## config.mk

```make
export PLATFORM = sky130hd
export DESIGN_NAME = i2c_bus_recover
export DESIGN_NICKNAME = d
export VERILOG_FILES = /design/src/rtl/busrec_pkg.sv /design/src/rtl/busrec_sync.sv /design/src/rtl/busrec_phase_timer.sv /design/src/rtl/i2c_bus_recover.sv
export SDC_FILE = /design/constraint.sdc
export NUM_CORES = 1
export LEC_CHECK = 0
export ABC_CLOCK_PERIOD_IN_PS = 3830
export BUFFER_PORTS_ARGS = -buffer_cell sky130_fd_sc_hd__clkbuf_2
export CORE_MARGIN = 5
export CORE_UTILIZATION = 51
export CTS_BUF_LIST = sky130_fd_sc_hd__clkbuf_4
export DETAILED_ROUTE_END_ITERATION = 7
export HOLD_SLACK_MARGIN = 0.02
export MAX_ROUTING_LAYER = met4
export PLACE_DENSITY = 0.83
export SYNTH_ARGS = -nofsm -noshare
export SYNTH_HDL_FRONTEND = slang
export SYNTH_SLANG_ARGS = --single-unit
```

## constraint.sdc

```tcl
create_clock -name clk -period 3.83 [get_ports clk]
set_input_delay 0.1915 -clock clk [delete_from_list [all_inputs] [get_ports clk]]
set_output_delay 0.1915 -clock clk [all_outputs]
set_load 0.005 [all_outputs]
```

## src/rtl/busrec_pkg.sv

```systemverilog
package busrec_pkg;

    typedef enum logic [2:0] {
        ST_IDLE,
        ST_CLEAR,
        ST_CHECK,
        ST_LOW,
        ST_HIGH,
        ST_FINISH
    } rec_state_e;

    typedef struct packed {
        logic scl;
        logic sda;
    } bus_pins_t;

    localparam int PIN_W = $bits(bus_pins_t);

    function automatic logic bus_free(input bus_pins_t p);
        return p.scl & p.sda;
    endfunction

    function automatic logic holds_reset(input rec_state_e s);
        return (s == ST_CLEAR) || (s == ST_CHECK) || (s == ST_LOW) || (s == ST_HIGH);
    endfunction

endpackage

```

## src/rtl/busrec_sync.sv

```systemverilog
module busrec_sync #(
    parameter int WIDTH  = 2,
    parameter int STAGES = 2
) (
    input  logic             clk,
    input  logic             rst,
    input  logic [WIDTH-1:0] din,
    output logic [WIDTH-1:0] dout
);
    logic [WIDTH-1:0] stage_q [STAGES];

    for (genvar g = 0; g < STAGES; g++) begin : g_stage
        always_ff @(posedge clk) begin
            if (rst) begin
                stage_q[g] <= '1;
            end else if (g == 0) begin
                stage_q[g] <= din;
            end else begin
                stage_q[g] <= stage_q[(g == 0) ? 0 : g - 1];
            end
        end
    end

    assign dout = stage_q[STAGES-1];
endmodule

```

## src/rtl/busrec_phase_timer.sv

```systemverilog
module busrec_phase_timer #(
    parameter int TICKS = 10
) (
    input  logic clk,
    input  logic rst,
    input  logic en,
    input  logic tick,
    output logic expired
);
    localparam int CW = (TICKS > 1) ? $clog2(TICKS) : 1;
    localparam logic [CW-1:0] LAST = CW'(TICKS - 1);

    logic [CW-1:0] cnt_q;

    assign expired = en && tick && (cnt_q == LAST);

    always_ff @(posedge clk) begin
        if (rst || !en || expired) begin
            cnt_q <= '0;
        end else if (tick) begin
            cnt_q <= cnt_q + 1'b1;
        end
    end
endmodule

```

## src/rtl/i2c_bus_recover.sv

```systemverilog
module i2c_bus_recover
    import busrec_pkg::*;
#(
    parameter int PHASE_TICKS = 10,
    parameter int MAX_TRIES   = 100,
    parameter int SYNC_STAGES = 2
) (
    input  logic clk,
    input  logic rst,
    input  logic start_i,
    input  logic tick_i,
    input  logic scl_in,
    input  logic sda_in,
    output logic scl_drive_o,
    output logic sda_drive_o,
    output logic engine_rst_o,
    output logic status_clr_o,
    output logic done_o,
    output logic fail_o
);
    localparam int TW = $clog2(MAX_TRIES + 1);
    localparam logic [TW-1:0] TRY_LAST = TW'(MAX_TRIES);

    rec_state_e state_q, state_d;
    logic [TW-1:0] tries_q, tries_d;
    logic fail_q, fail_d;
    bus_pins_t raw_pins, seen_pins;
    logic [PIN_W-1:0] seen_vec;
    logic phase_end, timer_en;

    assign raw_pins = '{scl: scl_in, sda: sda_in};

    busrec_sync #(.WIDTH(PIN_W), .STAGES(SYNC_STAGES)) u_sync (
        .clk  (clk),
        .rst  (rst),
        .din  (raw_pins),
        .dout (seen_vec)
    );
    assign seen_pins = bus_pins_t'(seen_vec);

    assign timer_en = (state_q == ST_LOW) || (state_q == ST_HIGH);

    busrec_phase_timer #(.TICKS(PHASE_TICKS)) u_timer (
        .clk     (clk),
        .rst     (rst),
        .en      (timer_en),
        .tick    (tick_i),
        .expired (phase_end)
    );

    always_comb begin
        state_d = state_q;
        tries_d = tries_q;
        fail_d  = fail_q;
        unique case (state_q)
            ST_IDLE:   if (start_i) state_d = ST_CLEAR;
            ST_CLEAR: begin
                tries_d = '0;
                fail_d  = 1'b0;
                state_d = ST_CHECK;
            end
            ST_CHECK: begin
                if (bus_free(seen_pins)) begin
                    state_d = ST_FINISH;
                end else if (tries_q == TRY_LAST) begin
                    fail_d  = 1'b1;
                    state_d = ST_FINISH;
                end else begin
                    state_d = ST_LOW;
                end
            end
            ST_LOW:    if (phase_end) state_d = ST_HIGH;
            ST_HIGH: begin
                if (phase_end) begin
                    tries_d = tries_q + 1'b1;
                    state_d = ST_CHECK;
                end
            end
            ST_FINISH: state_d = ST_IDLE;
            default:   state_d = ST_IDLE;
        endcase
    end

    always_ff @(posedge clk) begin
        if (rst) begin
            state_q <= ST_IDLE;
            tries_q <= '0;
            fail_q  <= 1'b0;
        end else begin
            state_q <= state_d;
            tries_q <= tries_d;
            fail_q  <= fail_d;
        end
    end

    assign scl_drive_o  = (state_q == ST_LOW);
    assign sda_drive_o  = 1'b0;
    assign engine_rst_o = holds_reset(state_q);
    assign status_clr_o = (state_q == ST_CLEAR);
    assign done_o       = (state_q == ST_FINISH);
    assign fail_o       = (state_q == ST_FINISH) && fail_q;
endmodule

```

==> results.yml, run 1 <==
worst_hold_path:
  worstHoldStart: "scl_in"
  hold_depth: 2
  hp-class: "in -> reg"
grt:
  grt_max_degree: 16
  grt_pass1_wl_um: 3208
  grt.total_usage_pct: 15.89
  antenna_found_initial: 0
  grt_pass1_vias: 732
  grt.overflow.total: 0
setup_path:
  cp_top_family: "simple AND/OR/NAND/NOR gates"
  worstPathRequired_ns: 4.08
  r2r_cells: 4
  crit_arrival_ns: 2.23
  startpoint: "state_q[2]$_SDFFE_PP0P_"
  cp_cell_sequence: "or3b_2 -> nor4_1 -> mux2_2 -> nor2_1"
  cpMaxStageDelayCell: "dfxtp_1"
  worstSetupPathDepth: 4
  cp_max_fo: 15
  cp-start-kind: "register"
  rrSetupSlack_ns: 1.85
  crit_type: "reg -> reg"
  r2r-start: "state_q[2]$_SDFFE_PP0P_"
  max_stage_delay_ns: 0.62
  reg2reg_to: "tries_q[6]$_SDFFE_PP0P_"
  cp_num_buf_inv: 0
  endpoint: "tries_q[6]$_SDFFE_PP0P_"
  endpoint_kind: "register"
floorplan:
  fp.dieH_um: 53.77
  die_area_mm2: 0.002891
  start_util_pct: 54.81
  die_x_um: 53.77
  core_area_mm2: 0.001783
  io_pins: 12
  num_rows: 15
yosys:
  synth_fp_nets: 124
  synth_largest_area_cell: "dfxtp_1"
  synthTopCellsByArea: "dfxtp_1 39%, ha_1 5.1%, nor2_1 4.6%, nand2_1 4.2%, or2_2 3.2%"
  synth_adder_area_share_pct: 5.122
  synth_compound_area_share_pct: 14.85
  syn_area_per_cell_um2: 8.572
  syn_inst: 114
  synth-async-reset-ratio_pct: 0
  synth-xor-area-share_pct: 4.481
  ys.flop_type: "dfxtp_1"
  yosys-mux-area-fraction_pct: 2.177
  synth_top_family_by_area: "simple AND/OR/NAND/NOR gates"
  synthSimpleGateAreaFrac_pct: 28.81
  seq_area_frac_synth_pct: 38.92
  yosysTopAreaCellShare_pct: 38.92
  yosys_register_bits: 19
  synth_edf_count: 0
  synth_cell_types: 43
  syn-cell-area_um2: 977.2
  synth_warnings: 0
power:
  total_leakage_power_nw: 0.3883
  finalPower_w: 0.0003651
  p_per_area_mw_per_mm2: 343.7
  irDropWorstVdd_mv: 0.1918
cts:
  worst_skew_pair.late_latency_ns: 0.30
  clkSinkCount: 19
  clk_path_buf_depth: 2
  cts_resized: 0
  cts-root-buf: "clkbuf_4"
  holdBufCountCts: 0
  numCtsBuffers: 3
  htree_levels: 1
  cts_tree: "built"
  clkSlewWorstSetupHoldPaths_ns: 0.11
  postCtsSetupBuffers: 0
detailed_routing:
  drt-total-wl_um: 1915
  wl_per_cell_um: 12.94
  vias: 860
  dr.pass1.iters: 4
  drc: 0
  viasPerCell: 5.811
  first_iter_violations: 29
  postRouteAntennaNets: 0
cells_and_area:
  layout.nets: 134
  multi_input_area_um2: 545.5
  diodes: 0
  final_layout_size_suffix_gt1_share_pct: 20.33
  layout_commonest_cell: "dfxtp_1"
  area_delta_synth_final_pct: 8.707
  fillers: 156
  seq_area_um2: 380.4
  most-common-layout-cells: "19 x dfxtp_1, 12 x nor2_1, 11 x nand2_1"
status:
  status: "completed"
timing:
  clock_skew_ns: 0.001153
  drv_slew: 0
  hold_viol: 0
  min_period_over_period_pct: 51.67
  post-route-min-period_ns: 1.979
  fmax_ghz: 0.5053
  tns_ns: 0
  rsz0062_at_grt: "no"
  setup_viol: 0
placed_design:
  post-dp-hpwl_um: 1434
  gp_congestion: 0.8695
  io_buffers: 10
run:
  maxCapViolCount: 0
Yosys cell counts (3+ instances only):
master	instances
dfxtp_1	19
nor2_1	12
nand2_1	11
inv_1	5
or2_2	5
a21oi_1	4
ha_1	4
nand3_1	4
clkbuf_1	3
nor3_1	3
xor2_1	3
report_power, final:
part            total, W  internal, W  switching [W]  leakage (nW)
Combinational  0.0000482    0.0000223      0.0000259         0.216
Clock           0.000103    0.0000390      0.0000639        0.0177
Sequential      0.000214     0.000203      0.0000107         0.154
area by class of cell:
class / count / area share, %
Clock inverter: 1 / 0.4711
Tap cell: 25 / 2.945
Timing Repair Buffer: 10 / 4.711
Clock buffer: 3 / 2.120
Inverter: 6 / 2.591
Sequential cell: 19 / 35.81
Multi-Input combinational cell: 84 / 51.35
per-stage QoR:
stage                     instances  hold WS [ns]  area [µm²]  utilization, %  worst slack (ns)
after floorplan                 114        0.2953       977.2               -             2.201
after global placement          144        0.3772        1035           58.04             1.979
after detailed placement        144        0.3766        1035           58.04             1.908
after CTS                       148       0.05258        1062           59.58             1.884
after global routing            148       0.07390        1062           59.58             1.739
final                           148       0.06076        1062           59.58             1.851
cells by family after synthesis:
kind of cell / count (synthesis)
buffers and inverters: 11
DFF: 19
other: 1
xor gates and xnor gates: 5
adders and majority gates: 4
muxes: 2
AOI/OAI and AO/OA: 21
and+or+nand+nor: 51
how the worst min path moves through the flow:
| stage | to | slack, ns |
|---|---|---|
| 2_1_floorplan | u_sync.stage_q[0][0]$_SDFF_PP1_ | 0.30 |
| 3_3_place_gp | u_sync.stage_q[0][1]$_SDFF_PP1_ | 0.38 |
| 3_5_place_dp | u_sync.stage_q[0][1]$_SDFF_PP1_ | 0.38 |
| 4_1_cts | u_sync.stage_q[0][1]$_SDFF_PP1_ | 0.05 |
| 5_1_grt | u_sync.stage_q[0][0]$_SDFF_PP1_ | 0.07 |
| 6_report | u_sync.stage_q[0][1]$_SDFF_PP1_ | 0.06 |
routing by layer:
metal / part of all wire [%] / routed length (µm) / up-vias / track usage (%)
li1: - / - / 420 / -
met1: 43 / 824 / 393 / 19.33
met2: 47 / 898 / 38 / 24.19
met3: 7.3 / 139 / 9 / 5.817
met4: 2.8 / 53 / 0 / 5.106
met5: 0 / 0 / - / -
flip-flops by register name (all words and copies together), names as in the netlist:
signal,count
tries_q,7
u_sync.stage_q,4
u_timer.cnt_q,4
state_q,3
fail_q,1
Power figures use the tool's default switching activity.
==> inputs of run 2 (changes only) <==
Settings changed: ABC_CLOCK_PERIOD_IN_PS 3830 to 1600, PLACE_DENSITY 0.83 to 0.86.
Clock period 3.83 ns to 1.6 ns, I/O delays scaled along.
==> run 2 against run 1 <==
- routed wire length increased by 20%
- power increased to 2.6 times the previous value
- cell count increased by 9.5%
- combinational power increased to 4.1 times the previous value
- clock skew increased by 0.0046 ns
- clock power increased by 140%
- utilization increased by 9.5 points
- critical path type unchanged
- largest cell class unchanged
- largest power group unchanged
==> results.yml, run 2 (synthesis gave the netlist of run 1 again) <==
cells_and_area:
  multi_input_area_um2: 596.8
  largest_reg_flops: 7
  diodes: 0
  final_layout_size_suffix_gt1_share_pct: 35.04
  layout.nets: 148
  fillers: 129
  most-common-layout-cells: "15 x dfxtp_1, 12 x buf_4, 11 x nand2_1, 11 x nor2_1, 10 x clkbuf_2"
  seq_area_um2: 387.9
  area_delta_synth_final_pct: 25.99
  layout_commonest_cell: "dfxtp_1"
  fin_util_pct: 69.05
  top_register: "tries_q"
  top_regs: "tries_q x7, u_sync.stage_q x4, u_timer.cnt_q x4"
placed_design:
  io_buffers: 10
  gp_congestion: 0.8804
  post-dp-hpwl_um: 1559
  dpl_worst_slack_ns: -0.08264
detailed_routing:
  vias: 894
  dr.pass1.iters: 6
  wl_per_cell_um: 14.17
  first_iter_violations: 23
  postRouteAntennaNets: 0
  drc: 0
  viasPerCell: 5.519
  drt-total-wl_um: 2296
timing:
  clock_skew_ns: 0.005730
  whs_ns: 0.05904
  tns_ns: 0
  min_period_over_period_pct: 95.24
  fin_ws_ns: 0.07619
  drv_slew: 0
  rsz0062_at_grt: "yes"
  hold_viol: 0
  post-route-min-period_ns: 1.524
  fmax_ghz: 0.6563
  setup_viol: 0
setup_path:
  cp_max_fo: 5
  startpoint: "state_q[0]$_SDFFE_PP0P_"
  crit_type: "reg -> reg"
  r2r_cells: 5
  crit_arrival_ns: 1.76
  rrSetupSlack_ns: 0.08
  cp-start-kind: "register"
  endpoint_kind: "register"
  r2r-start: "state_q[0]$_SDFFE_PP0P_"
  worstPathRequired_ns: 1.84
  reg2reg_to: "tries_q[5]$_SDFFE_PP0P_"
cts:
  htree_levels: 1
  clkSlewWorstSetupHoldPaths_ns: 0.12
  worst_skew_pair.late_latency_ns: 0.30
  cts-root-buf: "clkbuf_4"
  clkSinkCount: 19
  numCtsBuffers: 3
  cts_tree: "built"
  postCtsSetupBuffers: 0
  clk_path_buf_depth: 2
floorplan:
  io_pins: 12
  start_util_pct: 54.81
  die_area_mm2: 0.002891
  num_rows: 15
  fp.dieH_um: 53.77
  core_area_mm2: 0.001783
  die_x_um: 53.77
grt:
  antenna_found_initial: 0
  grt_max_degree: 16
  grt_pass1_vias: 937
  grt_pass1_wl_um: 3981
  grt.total_usage_pct: 19.45
  grt.overflow.total: 0
power:
  irDropWorstVdd_mv: 0.6287
  p_per_area_mw_per_mm2: 768.1
  finalPower_w: 0.0009457
  total_leakage_power_nw: 0.4805
run:
  maxCapViolCount: 0
status:
  status: "completed"
worst_hold_path:
  worstHoldStart: "tick_i"
  hp-class: "in -> reg"
  hold_depth: 2
  hold_end: "u_timer.cnt_q[1]$_SDFFE_PP0P_"
## run 2: critical path, stage by stage, from the launching register on
cell and delay, ns:
dfxtp_2 0.38, or3b_4 0.41, clkinv_4 0.07, a31oi_4 0.04, or4_1 0.42, a21boi_1 0.14
## run 2: cell type report
cell class / instances / area share [%]
timing repair buffer: 24 / 13.01
multi-input combinational: 84 / 48.48
sequential: 19 / 31.50
inverter: 6 / 2.236
tap: 25 / 2.541
clock buffer: 3 / 1.829
clock inverter: 1 / 0.4065
## run 2: metrics by stage
step	cells	instance area, µm²
floorplan	114	991.0
global placement	156	1139
detailed placement	156	1139
CTS	162	1197
global route	162	1231
finish	162	1231
## run 2: worst max-delay path by stage
| stage | endpoint | depth (start not counted) |
|---|---|---|
| finish | tries_q[5]$_SDFFE_PP0P_ | 5 |
| CTS | u_timer.cnt_q[1]$_SDFFE_PP0P_ | 6 |
| global placement | tries_q[6]$_SDFFE_PP0P_ | 4 |
| global route | u_timer.cnt_q[1]$_SDFFE_PP0P_ | 6 |
| floorplan | tries_q[5]$_SDFFE_PP0P_ | 5 |
| detailed placement | tries_q[6]$_SDFFE_PP0P_ | 4 |
## run 2: repair_timing
action / 4_1_cts / 5_1_grt
setup endpoints to repair: 2 / 6
gates resized for setup: 3 / 9
endpoints found under the hold margin: 2 / 0
hold buffers: 2 / 0
pin swaps: 2 / 2
## run 2: routing by layer
metal,track usage (%),up-vias,share of wire [%]
li1,-,450,-
met1,22.22,410,44
met2,31.45,25,50
met3,2.770,9,2.9
met4,12.77,0,3.6
met5,-,-,0
## run 2: power breakdown
group	total (W)	switching (W)	internal, W
combinational	0.000197	0.000102	0.0000948
sequential	0.000497	0.0000109	0.000486
clock	0.000251	0.000158	0.0000933
total	0.000946	0.000271	0.000674
==> inputs of run 3 (changes only) <==
Settings changed: ABC_AREA set to 1, BUFFER_PORTS_ARGS -buffer_cell sky130_fd_sc_hd__clkbuf_2 to not set, DONT_BUFFER_PORTS set to 1, PLACE_DENSITY 0.86 to 0.81, SETUP_SLACK_MARGIN set to 0.4.
==> run 3 against run 2 <==
- largest cell class unchanged
- synthesized cell count rose by 44%
- the run now ends with negative hold slack left
- sequential cell count did not move
- via count rose by 43%
- critical path type unchanged
==> results.yml, run 3 <==
timing:
  hold_viol: 9
  whs_ns: -0.2038
  fmax_ghz: 0.7451
  drv_slew: 0
  rsz0062_at_grt: "yes"
  post-route-min-period_ns: 1.342
  setup_viol: 0
  clock_skew_ns: 0.009140
  tns_ns: 0
  min_period_over_period_pct: 83.89
grt:
  grt-busiest-layer: "met2"
  met3_usage_pct: 3.620
  grt.total_usage_pct: 20.76
  grt_max_degree: 12
  grt_use_met2_pct: 33.61
  grt.overflow.total: 0
  antenna_found_initial: 0
  grt_pass1_vias: 1103
  met1_usage_pct: 24.59
  grt_pass1_wl_um: 5147
yosys:
  yosys_register_bits: 19
  synth_compound_area_share_pct: 7.206
  ys.flop_type: "dfxtp_1"
  synth_fp_nets: 174
  synth-async-reset-ratio_pct: 0
  synth_top_family_by_area: "simple AND/OR/NAND/NOR gates"
  yosys-mux-area-fraction_pct: 0.8869
  synth.top_cells.by_count: "39 x nand2_1, 24 x inv_1, 19 x dfxtp_1"
  syn-cell-area_mm2: 0.001129
  synth_adder_area_share_pct: 4.435
  synth_edf_count: 0
  synth_warnings: 0
  seq_area_frac_synth_pct: 33.70
  yosysTopAreaCellShare_pct: 33.70
  synthTopCellsByArea: "dfxtp_1 34%, nand2_1 13%, inv_1 8.0%, nand3_1 6.2%, nor2_1 4.7%"
  syn_area_per_cell_um2: 6.882
  syn_inst: 164
  synthSimpleGateAreaFrac_pct: 39.80
  synth-xor-area-share_pct: 1.552
  synth_largest_area_cell: "dfxtp_1"
  synth_cell_types: 31
  yosysMostFrequentCell: "nand2_1"
setup_path:
  cp_num_buf_inv: 2
  cpMaxStageDelayCell: "dfxtp_2"
  startpoint: "u_timer.cnt_q[1]$_SDFFE_PP0P_"
  cp_max_fo: 7
  r2r_cells: 9
  max_stage_delay_ns: 0.36
  crit_type: "reg -> reg"
  reg2reg_to: "tries_q[1]$_SDFFE_PP0P_"
  endpoint_kind: "register"
  cp_top_family: "simple AND/OR/NAND/NOR gates"
  path_common_cell: "nand2_4"
  endpoint: "tries_q[1]$_SDFFE_PP0P_"
  worstSetupPathDepth: 9
  r2r-start: "u_timer.cnt_q[1]$_SDFFE_PP0P_"
  rrSetupSlack_ns: 0.26
  cp-start-kind: "register"
  worstPathRequired_ns: 1.84
  crit_arrival_ns: 1.58
  cp_cell_sequence: "inv_2 -> ha_4 -> inv_2 -> nor2_4 -> nand2_4 -> nand2_4 -> nand2_4 -> nand2_1 -> a21oi_2"
placed_design:
  gp_congestion: 0.7969
  post_dp_cell_area_mm2: 0.001139
  post-dp-hpwl_um: 1725
  io_buffers: 0
cells_and_area:
  final_layout_size_suffix_gt1_share_pct: 42.02
  layout.nets: 199
  area_delta_synth_final_pct: 36.59
  largest_reg_flops: 7
  diodes: 0
  seq_area_um2: 402.9
  most-common-layout-cells: "37 x nand2_1, 18 x inv_1, 17 x buf_4"
  multi_input_area_um2: 743.2
  top_register: "tries_q"
  top_regs: "tries_q x7, u_sync.stage_q x4, u_timer.cnt_q x4"
  layout_commonest_cell: "nand2_1"
  fin_area_mm2: 0.001541
  fillers: 148
detailed_routing:
  dr.pass1.iters: 4
  first_iter_violations: 74
  postRouteAntennaNets: 0
  viasPerCell: 5.912
  vias: 1277
  drc: 0
  drt-total-wl_um: 3945
  wl_per_cell_um: 18.26
worst_hold_path:
  hp-class: "in -> reg"
  hold_depth: 1
cts:
  cts-root-buf: "clkbuf_4"
  clkSlewWorstSetupHoldPaths_ns: 0.13
  clk_path_buf_depth: 2
  worst_skew_pair.late_latency_ns: 0.32
  cts_tree: "built"
  numCtsBuffers: 3
  htree_levels: 1
  holdBufCountCts: 4
  clkSinkCount: 19
power:
  irDropWorstVdd_mv: 0.7725
  total_leakage_power_nw: 0.6657
  p_per_area_mw_per_mm2: 607.5
floorplan:
  num_rows: 17
  die_x_um: 57.04
  start_util_pct: 52.02
  core_area_mm2: 0.002170
  die_area_mm2: 0.003254
  fp.dieH_um: 57.04
  io_pins: 12
status:
  status: "finished, violations left"
  violations: "negative hold slack"
run:
  maxCapViolCount: 0
## run 3: cell count changes after synthesis, sizes merged, moves of 3 or more
cell,previous run,this run
nand2,11,46
nor2,12,15
o21ai,2,5
a21oi,4,9
nand3,4,17
inv,5,29
## run 3: repair_timing
| item | CTS | global route |
|---|---|---|
| resized for setup | 29 | 30 |
| pin swaps | 8 | 15 |
| hold endpoints to repair | 14 | 9 |
| buffers inserted | 12 | 8 |
| setup endpoints to repair | 16 | 19 |
## run 3: cell families (layout without fill, tap and decap cells)
group           after synthesis  in the layout
simple gates                 89             89
buf+inv                      33             57
flops                        19             19
compound gates               15             15
fa+ha+maj                     4              4
xor+xnor                      2              2
other cells                   1              1
mux                           1              1
## run 3: layer usage
layer	routed length (µm)	vias to the layer above
met2	1861	112
met1	1441	579
met3	370	31
li1	-	555
met4	272	0
met5	0	-
## run 3: worst min-delay path by stage
stage               startpoint                         endpoint  slack (ns)
detailed placement         rst          tries_q[6]$_SDFFE_PP0P_        0.15
global placement           rst          state_q[0]$_SDFFE_PP0P_        0.15
global route               rst          tries_q[2]$_SDFFE_PP0P_       -0.21
CTS                        rst          tries_q[1]$_SDFFE_PP0P_       -0.19
finish                     rst          state_q[0]$_SDFFE_PP0P_       -0.20
floorplan               sda_in  u_sync.stage_q[0][0]$_SDFF_PP1_        0.18
## run 3: final cells by class
| type | count | area share (%) |
|---|---|---|
| Tap cell | 28 | 2.273 |
| Inverter | 29 | 8.523 |
| Clock buffer | 3 | 1.461 |
| Clock inverter | 1 | 0.3247 |
| Sequential cell | 19 | 26.14 |
| Timing Repair Buffer | 24 | 13.07 |
| Multi-Input combinational cell | 112 | 48.21 |
## run 3: stage by stage
| step | hold slack, ns | power [W] | worst slack [ns] | utilization [%] | cells |
|---|---|---|---|---|---|
| 3_5_place_dp | 0.1545 | 0.0005901 | 0.3160 | 52.48 | 188 |
| 5_1_grt | -0.2117 | 0.0009775 | 0.2025 | 71.05 | 216 |
| 4_1_cts | -0.1941 | 0.0008802 | 0.3568 | 63.73 | 208 |
| 6_report | -0.2038 | 0.0009364 | 0.2578 | 71.05 | 216 |
| 3_3_place_gp | 0.1522 | 0.0005871 | 0.3539 | 52.48 | 188 |
| 2_1_floorplan | 0.1838 | 0.0005810 | 0.4415 | - | 164 |
## run 3: report_power, final
group          internal (W)  leakage [nW]  switching (W)
Sequential         0.000477         0.160      0.0000139
Combinational     0.0000789         0.488       0.000100
Clock             0.0000936        0.0177       0.000173
